[src/rtl/poe_ft_pkg.sv]
package poe_ft_pkg;
  typedef enum logic [2:0] {
    ST_IDLE,
    ST_START,
    ST_RUN,
    ST_OFFQ,
    ST_HOLD
  } port_state_e;

  localparam logic [1:0] RSEL_X16  = 2'b00;
  localparam logic [1:0] RSEL_X32  = 2'b01;
  localparam logic [1:0] RSEL_X64  = 2'b10;
  localparam logic [1:0] RSEL_NONE = 2'b11;
endpackage

[src/rtl/poe_port_ctrl.sv]
module poe_port_ctrl
  import poe_ft_pkg::*;
#(
  parameter int WIN_TICKS = 60,
  parameter int CNT_W     = 12
) (
  input  logic       clk_i,
  input  logic       rst_ni,
  input  logic       tick_i,
  input  logic       gate_req_i,
  input  logic       su_oc_i,
  input  logic       flt_oc_i,
  input  logic       restart_en_i,
  input  logic [1:0] restart_sel_i,
  input  logic       grant_i,
  output logic       off_req_o,
  output logic       gate_en_o,
  output logic       fault_o
);
  localparam logic [CNT_W-1:0] WIN_LAST = CNT_W'(WIN_TICKS - 1);

  port_state_e      state_q;
  logic [CNT_W-1:0] cnt_q;
  logic [CNT_W-1:0] lim_q;
  logic [CNT_W-1:0] lim_d;
  logic             flt_pend_q;
  logic             fault_q;

  always_comb begin
    unique case (restart_sel_i)
      RSEL_X16: lim_d = CNT_W'(WIN_TICKS * 16);
      RSEL_X32: lim_d = CNT_W'(WIN_TICKS * 32);
      RSEL_X64: lim_d = CNT_W'(WIN_TICKS * 64);
      default:  lim_d = '0;
    endcase
  end

  always_ff @(posedge clk_i or negedge rst_ni) begin
    if (!rst_ni) begin
      state_q    <= ST_IDLE;
      cnt_q      <= '0;
      lim_q      <= '0;
      flt_pend_q <= 1'b0;
      fault_q    <= 1'b0;
    end else begin
      unique case (state_q)
        ST_IDLE: if (gate_req_i) begin
          state_q <= ST_START;
          cnt_q   <= '0;
          fault_q <= 1'b0;
        end
        ST_START: begin
          if (!gate_req_i) begin
            state_q    <= ST_OFFQ;
            flt_pend_q <= 1'b0;
          end else if (tick_i) begin
            if (cnt_q == WIN_LAST) begin
              cnt_q <= '0;
              if (su_oc_i) begin
                state_q    <= ST_OFFQ;
                flt_pend_q <= 1'b1;
              end else begin
                state_q <= ST_RUN;
              end
            end else begin
              cnt_q <= cnt_q + 1'b1;
            end
          end
        end
        ST_RUN: begin
          if (!gate_req_i) begin
            state_q    <= ST_OFFQ;
            flt_pend_q <= 1'b0;
          end else if (!flt_oc_i) begin
            cnt_q <= '0;
          end else if (tick_i) begin
            if (cnt_q == WIN_LAST) begin
              state_q    <= ST_OFFQ;
              flt_pend_q <= 1'b1;
              cnt_q      <= '0;
            end else begin
              cnt_q <= cnt_q + 1'b1;
            end
          end
        end
        ST_OFFQ: if (grant_i) begin
          cnt_q <= '0;
          if (flt_pend_q) begin
            fault_q <= 1'b1;
            if (restart_en_i && restart_sel_i != RSEL_NONE) begin
              state_q <= ST_HOLD;
              lim_q   <= lim_d;
            end else begin
              state_q <= ST_IDLE;
            end
          end else begin
            state_q <= ST_IDLE;
          end
        end
        ST_HOLD: if (tick_i) begin
          if (cnt_q == lim_q - 1'b1) begin
            state_q <= ST_IDLE;
            cnt_q   <= '0;
          end else begin
            cnt_q <= cnt_q + 1'b1;
          end
        end
        default: state_q <= ST_IDLE;
      endcase
    end
  end

  assign off_req_o = (state_q == ST_OFFQ);
  assign gate_en_o = (state_q == ST_START) || (state_q == ST_RUN) || (state_q == ST_OFFQ);
  assign fault_o   = fault_q;
endmodule

[src/rtl/poe_off_arbiter.sv]
module poe_off_arbiter #(
  parameter int NUM_PORTS     = 4,
  parameter int OFF_GAP_TICKS = 1
) (
  input  logic                 clk_i,
  input  logic                 rst_ni,
  input  logic                 tick_i,
  input  logic [NUM_PORTS-1:0] req_i,
  output logic [NUM_PORTS-1:0] grant_o
);
  localparam int GAP_W = (OFF_GAP_TICKS > 1) ? $clog2(OFF_GAP_TICKS + 1) : 1;
  localparam logic [GAP_W-1:0] GAP_RELOAD = GAP_W'(OFF_GAP_TICKS - 1);

  logic [GAP_W-1:0] gap_q;
  logic             open_win;

  assign open_win = tick_i && (gap_q == '0);

  always_comb begin
    logic found;
    found   = 1'b0;
    grant_o = '0;
    for (int i = 0; i < NUM_PORTS; i++) begin
      if (open_win && req_i[i] && !found) begin
        grant_o[i] = 1'b1;
        found      = 1'b1;
      end
    end
  end

  always_ff @(posedge clk_i or negedge rst_ni) begin
    if (!rst_ni)                   gap_q <= '0;
    else if (|grant_o)             gap_q <= GAP_RELOAD;
    else if (tick_i && gap_q != 0) gap_q <= gap_q - 1'b1;
  end
endmodule

[src/rtl/poe_fault_timer.sv]
module poe_fault_timer #(
  parameter int NUM_PORTS     = 4,
  parameter int WIN_TICKS     = 60,
  parameter int OFF_GAP_TICKS = 1
) (
  input  logic                 clk_i,
  input  logic                 rst_ni,
  input  logic                 tick_i,
  input  logic                 restart_en_i,
  input  logic [1:0]           restart_sel_i,
  input  logic [NUM_PORTS-1:0] gate_req_i,
  input  logic [NUM_PORTS-1:0] su_oc_i,
  input  logic [NUM_PORTS-1:0] flt_oc_i,
  output logic [NUM_PORTS-1:0] gate_en_o,
  output logic [NUM_PORTS-1:0] fault_o
);
  localparam int CNT_W = $clog2(WIN_TICKS * 64 + 1);

  logic [NUM_PORTS-1:0] off_req;
  logic [NUM_PORTS-1:0] grant;

  poe_off_arbiter #(
    .NUM_PORTS    (NUM_PORTS),
    .OFF_GAP_TICKS(OFF_GAP_TICKS)
  ) u_arb (
    .clk_i  (clk_i),
    .rst_ni (rst_ni),
    .tick_i (tick_i),
    .req_i  (off_req),
    .grant_o(grant)
  );

  for (genvar p = 0; p < NUM_PORTS; p++) begin : g_port
    poe_port_ctrl #(
      .WIN_TICKS(WIN_TICKS),
      .CNT_W    (CNT_W)
    ) u_port (
      .clk_i        (clk_i),
      .rst_ni       (rst_ni),
      .tick_i       (tick_i),
      .gate_req_i   (gate_req_i[p]),
      .su_oc_i      (su_oc_i[p]),
      .flt_oc_i     (flt_oc_i[p]),
      .restart_en_i (restart_en_i),
      .restart_sel_i(restart_sel_i),
      .grant_i      (grant[p]),
      .off_req_o    (off_req[p]),
      .gate_en_o    (gate_en_o[p]),
      .fault_o      (fault_o[p])
    );
  end
endmodule

[config.mk]
export PLATFORM = sky130hd
export DESIGN_NAME = poe_fault_timer
export DESIGN_NICKNAME = d
export VERILOG_FILES = /design/src/rtl/poe_ft_pkg.sv /design/src/rtl/poe_port_ctrl.sv /design/src/rtl/poe_off_arbiter.sv /design/src/rtl/poe_fault_timer.sv
export SDC_FILE = /design/constraint.sdc
export NUM_CORES = 1
export LEC_CHECK = 0
export BUFFER_PORTS_ARGS = -buffer_cell sky130_fd_sc_hd__buf_2
export CAP_MARGIN = 10
export CELL_PAD_IN_SITES_DETAIL_PLACEMENT = 0
export CELL_PAD_IN_SITES_GLOBAL_PLACEMENT = 2
export CORE_UTILIZATION = 32
export DETAILED_ROUTE_END_ITERATION = 16
export PLACE_DENSITY = 0.78
export SETUP_SLACK_MARGIN = 0.5
export SLEW_MARGIN = 10
export SYNTH_ARGS = -nofsm -noshare
export SYNTH_HDL_FRONTEND = slang
export SYNTH_SLANG_ARGS = --single-unit
[constraint.sdc]
create_clock -name clk_i -period 3.4 [get_ports clk_i]
set_clock_uncertainty 0.2 [all_clocks]
set_input_delay 1.02 -clock clk_i [delete_from_list [all_inputs] [get_ports clk_i]]
set_output_delay 1.02 -clock clk_i [all_outputs]
set_load 0.02 [all_outputs]
# Yosys cells after proc, flatten, opt, wreduce, memory -nomap -nowiden
# Cells that the tools add are included.
totals:
  memories: 0
  word_cells: 328
  out_inout_bits: 8
  ff_bits: 117
  ramBits: 0
  mem_bits_ro: 0
  latchBits: 0
classes:
  n_shift: 0
  eq_ne: 79
  n_reduce_logical: 60
  n_bitwise: 1
  multipliers: 0
  n_lt_le_gt_ge: 0
  n_div: 0
  n_addsub: 9
  muxes: 158
ops:
  columns: ["cell", "count"]
  rows:
  - ["2-to-1 mux 12 bit", 36]
  - ["case mux 12 bit (5 select lines)", 4]
  - ["2-to-1 mux 3 bit", 49]
  - ["case mux 3 bit (5 select lines)", 4]
  - ["2-to-1 mux 1 bit", 56]
  - ["adder 12 x 1 -> 12 bit, second input constant", 4]
  - ["== test 12 bit", 4]
  - ["== test 12 x 6 -> 1 bit, second input constant", 4]
  - ["inequality test 3 bit, second input constant", 16]
  - ["subtractor 12 x 1 -> 12 bit, second input constant", 4]
  - ["inequality test 2 bit, second input constant", 21]
  - ["case mux 12 bit (3 select lines)", 1]
  - ["AND reduction 9 bit", 4]
  - ["AND reduction 4 bit", 8]
  - ["AND reduction 7 bit", 4]
  - ["== test 3 x 2 -> 1 bit, second input constant", 8]
  - ["inequality test 3 x 2 -> 1 bit, second input constant", 8]
  - ["AND reduction 6 bit", 4]
  - ["nonzero test 5 bit", 4]
  - ["nonzero test 2 bit", 9]
  - ["inequality test 2 x 1 -> 1 bit, second input constant", 8]
  - ["case mux 1 bit (2 select lines)", 8]
  - ["== test 3 x 1 -> 1 bit, second input constant", 4]
  - ["== test 3 bit, second input constant", 4]
  - ["10 further kinds", 31]

# Logic depth before layout (Yosys ltp)
# Gate-level depths: netlist of run 1.
logic_depth:
  word_depth: 15
  ltp_mapped: 10
  depth_no_buf: 9

# By module
# A second synthesis of run 1 with hierarchy kept.
hier_totals:
  hier_cells: 761
  hier_area_um2: 6597.6
by_module_without_submodules:
  columns: ["mod", "n_inst", "cells_each", "area_each_um2"]
  rows:
  - ["poe_port_ctrl at g_port[0].u_port ...", 2, 189, 1647.8]
  - ["poe_port_ctrl at g_port[3].u_port", 1, 191, 1616.6]
  - ["poe_port_ctrl at g_port[2].u_port", 1, 183, 1580.3]
  - ["poe_off_arbiter", 1, 9, 105.1]

# Worst setup path after synthesis of run 1
# No wires, ideal clock.
synth_timing:
  path_kind: "input-to-reg"
  start: "in tick_i"
  end: "reg g_port[2].u_port.cnt_q[3]"
  setup_slack_ps: 613
  arrival_ps: 2509
  stages: 7
  setup_ps: 77
  n_path_buf: 1
  path_cell_list: "buf_2 > clkinv_1 > a211oi_1 > a21oi_1 > a311oi_2 > nand4_1 > a21oi_1"
synth_between:
  elab_chain_len: 11
  elab_cells_between_ends: 19
  cone_classes: "eq/ne (2); mux (8); reduce/logical (9)"
synth_rtl:
  columns: ["element", "line", "text"]
  rows:
  - ["start, declared", "poe_fault_timer.sv:8", "input logic tick_i,"]
  - ["logical AND 1 bit", "poe_off_arbiter.sv:17", "assign open_win = tick_i && (gap_q == '0);"]
  - ["logical AND 1 bit", "poe_off_arbiter.sv:24", "if (open_win && req_i[i] && !found) begin"]
  - ["2-to-1 mux 1 bit", "poe_off_arbiter.sv:24", null]
  - ["zero test 1 bit", "poe_off_arbiter.sv:24", null]
  - ["logical AND 1 bit", "poe_off_arbiter.sv:24", null]
  - ["2-to-1 mux 1 bit", "poe_off_arbiter.sv:24", null]
  - ["zero test 1 bit", "poe_off_arbiter.sv:24", null]
  - ["logical AND 1 bit", "poe_off_arbiter.sv:24", null]
  - ["2-to-1 mux 1 bit", "poe_off_arbiter.sv:24", null]
  - ["inequality test 2 x 1 -> 1 bit (no source line)", null, null]
  - ["AND reduction 6 bit (no source line)", null, null]
  - ["end signal, assigned", "poe_port_ctrl.sv:66", "cnt_q <= cnt_q + 1'b1;"]
  - ["end signal, assigned", "poe_port_ctrl.sv:82", "cnt_q <= cnt_q + 1'b1;"]
  - ["end signal, assigned", "poe_port_ctrl.sv:105", "cnt_q <= cnt_q + 1'b1;"]
  - ["end, declared", "poe_port_ctrl.sv:23", "logic [CNT_W-1:0] cnt_q;"]
# Parallel ways exist; a longest one is shown, timed or not. The select of a mux whose other input is x is not followed.
# A chain may end at the register's enable or synchronous reset.

# Worst setup path in the final report of run 1
layout_timing:
  start: "reg g_port[0].u_port.state_q[1]"
  end: "out gate_en_o[0]"
layout_between:
  elab_chain_len: 3
  elab_cells_between_ends: 5
  cone_classes: "eq/ne (3); reduce/logical (2)"
layout_rtl:
  columns: ["element", "line", "text"]
  rows:
  - ["start, declared", "poe_port_ctrl.sv:22", "port_state_e state_q;"]
  - ["start signal, assigned", "poe_port_ctrl.sv:40", "state_q <= ST_IDLE;"]
  - ["start signal, assigned", "poe_port_ctrl.sv:48", "state_q <= ST_START;"]
  - ["start signal, assigned", "poe_port_ctrl.sv:54", "state_q <= ST_OFFQ;"]
  - ["== test 3 x 1 -> 1 bit / == test 3 x 2 -> 1 bit (equally long branches)", "poe_port_ctrl.sv:114", "assign gate_en_o = (state_q == ST_START) || (state_q == ST_RUN) || (state_q == ST_OFFQ);"]
  - ["logical OR 1 bit", "poe_port_ctrl.sv:114", null]
  - ["logical OR 1 bit (*)", "poe_port_ctrl.sv:114", null]
  - ["end, declared", "poe_fault_timer.sv:14", "output logic [NUM_PORTS-1:0] gate_en_o,"]
# Mark *: on every way between the ends. The rest lies on a longest branch, timed or not.

==> results of run 1 <==
[through the flow]
stage                     cells  area (µm²)
after floorplan             718        6170
after global placement      975        6520
final                       990        6840
after global routing        990        6840
after CTS                   990        6810
after detailed placement    975        6520
[layout make-up]
class                           instances  area, µm²
Clock buffer                           12        256
Clock inverter                          3       40.0
Fill cell                            1944      12000
Inverter                               39        146
Multi-Input combinational cell        548       3600
Sequential cell                        89       2230
Tap cell                              260        325
Timing Repair Buffer                   39        245
[critical path, stage by stage, from the launching register on]
cell and delay, ps:
dfrtp_1 620, nor2_1 140, nor2_1 160, buf_2 190
[kinds of logic (layout without fill, tap and decap cells)]
| group | count (synthesis) | in the layout |
|---|---|---|
| AND/OR/NAND/NOR | 275 | 275 |
| AO/OA/AOI/OAI | 201 | 201 |
| flip-flops | 89 | 89 |
| buffers and inverters | 81 | 93 |
| XOR/XNOR | 34 | 34 |
| multiplexers | 21 | 21 |
| adder cells (fa/ha/maj) | 17 | 17 |
[where the power goes]
part / switching (W) / total, W / internal, W / leakage (nW)
clock network: 0.000427 / 0.00103 / 0.000604 / 0.148
registers: 0.000289 / 0.00151 / 0.00122 / 1.17
logic: 0.00113 / 0.00186 / 0.000726 / 1.58
[registers in the layout, indices dropped and copies added, names as in the netlist]
name,flops
g_port.u_port.lim_q,20
g_port.u_port.state_q,12
g_port.u_port.cnt_q,48
u_arb.gap_q,1
g_port.u_port.fault_o,4
g_port.u_port.flt_pend_q,4
[metal layers]
layer	vias up	routed length (µm)	GRT usage, %
met4	2	180	5.61
li1	2658	-	-
met2	78	7410	27.7
met5	-	16	0
met3	20	486	3.16
met1	2679	7740	22.6
[worst min path at each step]
| stage | to | startpoint | depth (start not counted) | slack, ps |
|---|---|---|---|---|
| final | g_port[1].u_port.fault_o | g_port[1].u_port.fault_o | 1 | 310 |
| after global routing | g_port[1].u_port.fault_o | g_port[1].u_port.fault_o | 1 | 330 |
| after global placement | g_port[3].u_port.fault_o | g_port[3].u_port.fault_o | 2 | 280 |
| after CTS | g_port[1].u_port.fault_o | g_port[1].u_port.fault_o | 1 | 320 |
| after detailed placement | g_port[3].u_port.lim_q[9] | g_port[3].u_port.lim_q[9] | 2 | 300 |
| after floorplan | g_port[3].u_port.lim_q[9] | g_port[3].u_port.lim_q[9] | 2 | 260 |
[placed cells by master (no fill, tap or decap), types with 15 or more instances in the layout]
cell and instances:
dfrtp_1 89, nand2_1 70, nor2_1 50, inv_1 38
nand3_1 38, o21ai_0 38, a21oi_1 33, buf_2 24
xnor2_1 22, and3_1 16, ha_1 16, mux2_2 15
[timing repair]
action | 4_1_cts | 5_1_grt
gates resized for setup | 0 | 7
setup endpoints to repair | 0 | 20
hold buffers | 0 | 0
==> impl_metrics.csv, run 1 <==
group,metric,value,unit
die,fp.dieH,141,µm
die,dieArea,19900,µm²
clock_network,cts.clk_slew.worst_paths,60,ps
synthesis,synth_top_family_by_area,"simple AND/OR/NAND/NOR gates",
synthesis,synth_xor_area_share,5.05,%
synthesis,synth_area_leader_cell,"dfrtp_1",
grt,grt_pass1_wl,27100,µm
sta,fmax,372,MHz
setup_path,start_kind,"flop",
placed_design,pre_cts_slack,298,ps
final_layout,syn_to_final_growth,10.8,%
status,status,"finished clean",
power,p_leak,2.90,nW
clock_network,cts_tree,"done",
placed_design,place_congestion,0.809,
sta,holdWs,309,ps
detailed_routing,wl_per_cell,16.0,µm
synthesis,synth_edf_count,0,
sta,final.setup.tns,0,ps
placed_design,port_buffers,25,
grt,gr-total-overflow,0,
clock_network,cts.sinks,89,
sta,finalMaxSlewViolations,0,
power,finalPower,0.00440,W
sta,hold_violations,0,
synthesis,synthTopCellsByCount,"dfrtp_1 (89), nand2_1 (70), nor2_1 (50)",
synthesis,synth.mux.area_fraction,3.71,%
grt,grt_pass1_vias,5354,
detailed_routing,num_vias,5437,
clock_network,cts_max_level,3,
synthesis,yosys.area_share.simple,23.2,%
setup_path,path_max_fanout,15,
synthesis,avgSynthCellArea,8.60,µm²
detailed_routing,vias_per_cell,5.49,
grt,grt_max_degree,41,
detailed_routing,drtAntennaViolNets,0,
sta,slew_headroom,39.4,%
synthesis,yosysTopAreaCellShare,36.1,%
run,maxCapViolations,0,
final_layout,drive_above_1_share,12.2,%
die,fp-row-count,50,
clock_network,root_buffer,"clkbuf_16",
synthesis,syn_area,6170,µm²
power,ir_drop,269,µV
setup_path,crit_type,"flop to primary output",
synthesis,syn_nets,752,
synthesis,synth-seq-cells,89,
sta,setup_viol,0,
detailed_routing,wl,15800,µm
setup_path,rr_startpoint,"g_port[3].u_port.cnt_q[0]",
grt,grt_antenna_before_repair,1,
placed_design,dp_hpwl,11500,µm
synthesis,syn_inst,718,
final_layout,final_nets,760,
setup_path,cp.arrival,1470,ps
clock_network,cts_buffer_depth,2,
synthesis,synth_flop_cell,"dfrtp_1",
synthesis,synthArstFlopShare,100,%
final_layout,antenna_cells,0,
detailed_routing,firstDrtPassIters,6,
sta,rsz0062_at_grt,"no",
clock_network,cts_made_buffers,9,
sta,fin_crit_sh,79.1,%
sta,timing.final.ws_setup,712,ps
synthesis,synth-compound-area-share,22.5,%
detailed_routing,drt_iter0_markers,351,
setup_path,r2r_setup_slack,730,ps
synthesis,synth-adder-area-share,3.40,%
setup_path,endpoint,"gate_en_o[0]",
power,power_density,644,nW/µm²
die,core_area,18800,µm²
setup_path,timing.rr.end,"g_port[3].u_port.cnt_q[3]",
worst_hold_path,hp-class,"flop to flop",
sta,fin_crit,2690,ps
synthesis,ys_seq_area_share,36.1,%
die,num_io_pins,26,
grt,grt_usage,17.0,%
synthesis,synth_cell_type_count,82,
final_layout,utilization,36.3,%
sta,worst_pin_slew,902,ps
setup_path,end_kind,"primary output",
clock_network,clkLatencyLatePin,350,ps
clock_network,cts_setup_buffers,0,
setup_path,crit_start,"g_port[0].u_port.state_q[1]",
setup_path,required,2180,ps
synthesis,synth.area.top_cells,"dfrtp_1 (36%), nand2_1 (4.3%), ha_1 (3.2%), xnor2_1 (3.1%), nand3_1 (3.1%)",
die,initial_core_util,32.8,%
setup_path,reg2regPathDepth,7,
die,die_x,141,µm
detailed_routing,route.detailed.drc,0,
synthesis,yosysMostFrequentCell,"dfrtp_1",
synthesis,yosys_warnings,0,
Note: power is estimated with default switching activity, not from simulation.
==> inputs of run 2 (changes only) <==
==> constraint.sdc (replaced) <==
create_clock -name clk_i -period 2.59 [get_ports clk_i]
set_clock_uncertainty 0.2 [all_clocks]
set_input_delay 0.777 -clock clk_i [delete_from_list [all_inputs] [get_ports clk_i]]
set_output_delay 0.777 -clock clk_i [all_outputs]
set_load 0.02 [all_outputs]
==> run 2 against run 1 <==
Effect of this change: cell area increased by 29%; via count up 11%; clock-buffer cell count down 1; sequential power rose by 24%; sequential share of layout area decreased by 7.0 points; register-to-register slack lost 580 ps; first-iteration DRC count decreased by 16%; cell count grew 12%; combinational power is 130% higher; die area is the same; utilization is 10 points higher; critical endpoint is now g_port[0].u_port.state_q[1].
==> impl_metrics.csv, run 2 (same netlist as run 1, synthesis figures left out) <==
group,metric,value,unit
final_layout,largest-register,"g_port.u_port.cnt_q",
status,status,"finished clean",
power,p_leak,3.70,nW
setup_path,path_max_fanout,3,
sta,fmax,409,MHz
setup_path,required,2630,ps
power,ir_drop,385,µV
grt,gr-total-overflow,0,
sta,setup_viol,0,
final_layout,antenna_cells,0,
detailed_routing,route.detailed.drc,0,
detailed_routing,drtAntennaViolNets,0,
clock_network,root_buffer,"clkbuf_16",
sta,final.setup.tns,0,ps
detailed_routing,wl,18300,µm
placed_design,port_buffers,25,
final_layout,multi_input_area,4450,µm²
die,initial_core_util,32.8,%
grt,grt_pass1_wl,29900,µm
die,dieArea,19900,µm²
clock_network,clkLatencyLatePin,350,ps
final_layout,largest_register_ffs,48,
grt,grt_antenna_before_repair,0,
sta,fin_crit_sh,94.4,%
die,num_io_pins,26,
die,fp-row-count,50,
die,fp.dieH,141,µm
final_layout,reg_top3,"g_port.u_port.cnt_q: 48 flops, g_port.u_port.lim_q: 20 flops, g_port.u_port.state_q: 12 flops",
setup_path,cp.arrival,2480,ps
grt,grt_usage,18.7,%
sta,rsz0062_at_grt,"yes",
setup_path,end_kind,"flop",
detailed_routing,vias_per_cell,5.40,
power,power_density,869,nW/µm²
setup_path,r2r_setup_slack,150,ps
final_layout,nFillCells,1800,
clock_network,cts.clk_slew.worst_paths,70,ps
detailed_routing,wl_per_cell,16.5,µm
placed_design,place_congestion,0.836,
sta,fin_crit,2440,ps
detailed_routing,drt_iter0_markers,296,
placed_design,dp_hpwl,12300,µm
grt,grt_max_degree,39,
final_layout,syn_to_final_growth,42.4,%
clock_network,cts_buffer_depth,2,
sta,hold_violations,0,
clock_network,cts_tree,"done",
final_layout,final_nets,881,
detailed_routing,firstDrtPassIters,4,
setup_path,start_kind,"flop",
final_layout,seq_area,2240,µm²
sta,finalMaxSlewViolations,0,
run,maxCapViolations,0,
clock_network,cts_made_buffers,9,
detailed_routing,num_vias,6008,
final_layout,drive_above_1_share,40.6,%
grt,grt_pass1_vias,5990,
power,finalPower,0.00764,W
final_layout,layout_commonest_cell,"buf_4",
die,die_x,141,µm
die,core_area,18800,µm²
worst_hold_path,hp-class,"primary input to async pin",
setup_path,crit_type,"flop to flop",
final_layout,layout_common_cells,"buf_4 (107), dfrtp_1 (76), nand2_1 (67)",
clock_network,cts_max_level,3,
sta,worst_pin_slew,540,ps
clock_network,cts.sinks,89,
sta,slew_headroom,64.0,%
-- run 2: final cells by class --
type,instances,share of cell area [%]
clock buffers,11,2.88
clock inverters,5,0.883
inverters,39,1.89
multi-input cells,549,50.6
flip-flops and latches,89,25.5
well taps,260,3.70
repair buffers,159,14.5
-- run 2: routing by layer --
metal / track usage (%) / vias to the layer above / part of all wire, %
met5: 0 / - / 0
met4: 6.18 / 0 / 1.6
met3: 2.96 / 24 / 2.6
met2: 31.7 / 93 / 49
met1: 24.2 / 2989 / 47
li1: - / 2902 / -
-- run 2: what timing repair did --
action,4_1_cts,5_1_grt
cloned,2,0
gates resized for setup,113,68
setup endpoints to repair,72,76
hold buffers,0,0
pin swaps,60,49
setup buffers,55,21
-- run 2: per-stage QoR --
| step | worst slack (ps) | hold slack, ps | cell area [µm²] | utilization, % | cells |
|---|---|---|---|---|---|
| after global routing | 47.2 | 133 | 8790 | 46.7 | 1112 |
| after CTS | 169 | 137 | 8300 | 44.1 | 1091 |
| final | 146 | 128 | 8790 | 46.7 | 1112 |
| after global placement | 31.2 | 302 | 7130 | 37.8 | 1018 |
| after detailed placement | 2.37 | 313 | 7130 | 37.8 | 1018 |
| after floorplan | 175 | 265 | 6490 | - | 718 |
-- run 2: path summary, 6_finish.rpt --
kind	end	cells past startpoint	from
setup / recovery	g_port[0].u_port.state_q[1]	6	g_port[0].u_port.cnt_q[6]
hold / removal	g_port[0].u_port.state_q[1]	1	rst_ni
setup reg to reg	g_port[0].u_port.state_q[1]	6	g_port[0].u_port.cnt_q[6]
hold reg to reg	g_port[3].u_port.lim_q[11]	1	g_port[3].u_port.lim_q[11]
max in group asynchronous	g_port[1].u_port.cnt_q[9]	2	rst_ni
min in group clk_i	g_port[3].u_port.lim_q[11]	1	g_port[3].u_port.lim_q[11]
-- run 2: critical path: stages, from the launching register on --
cell	delay, ps
dfrtp_1	380
or4_4	530
or4b_4	580
a21o_1	230
a21oi_4	140
mux2i_1	200
o21ai_1	80
-- run 2: power by group --
group / internal (W) / switching [W]
combinational: 0.00203 / 0.00225
clock: 0.000896 / 0.000582
sequential: 0.00162 / 0.000257
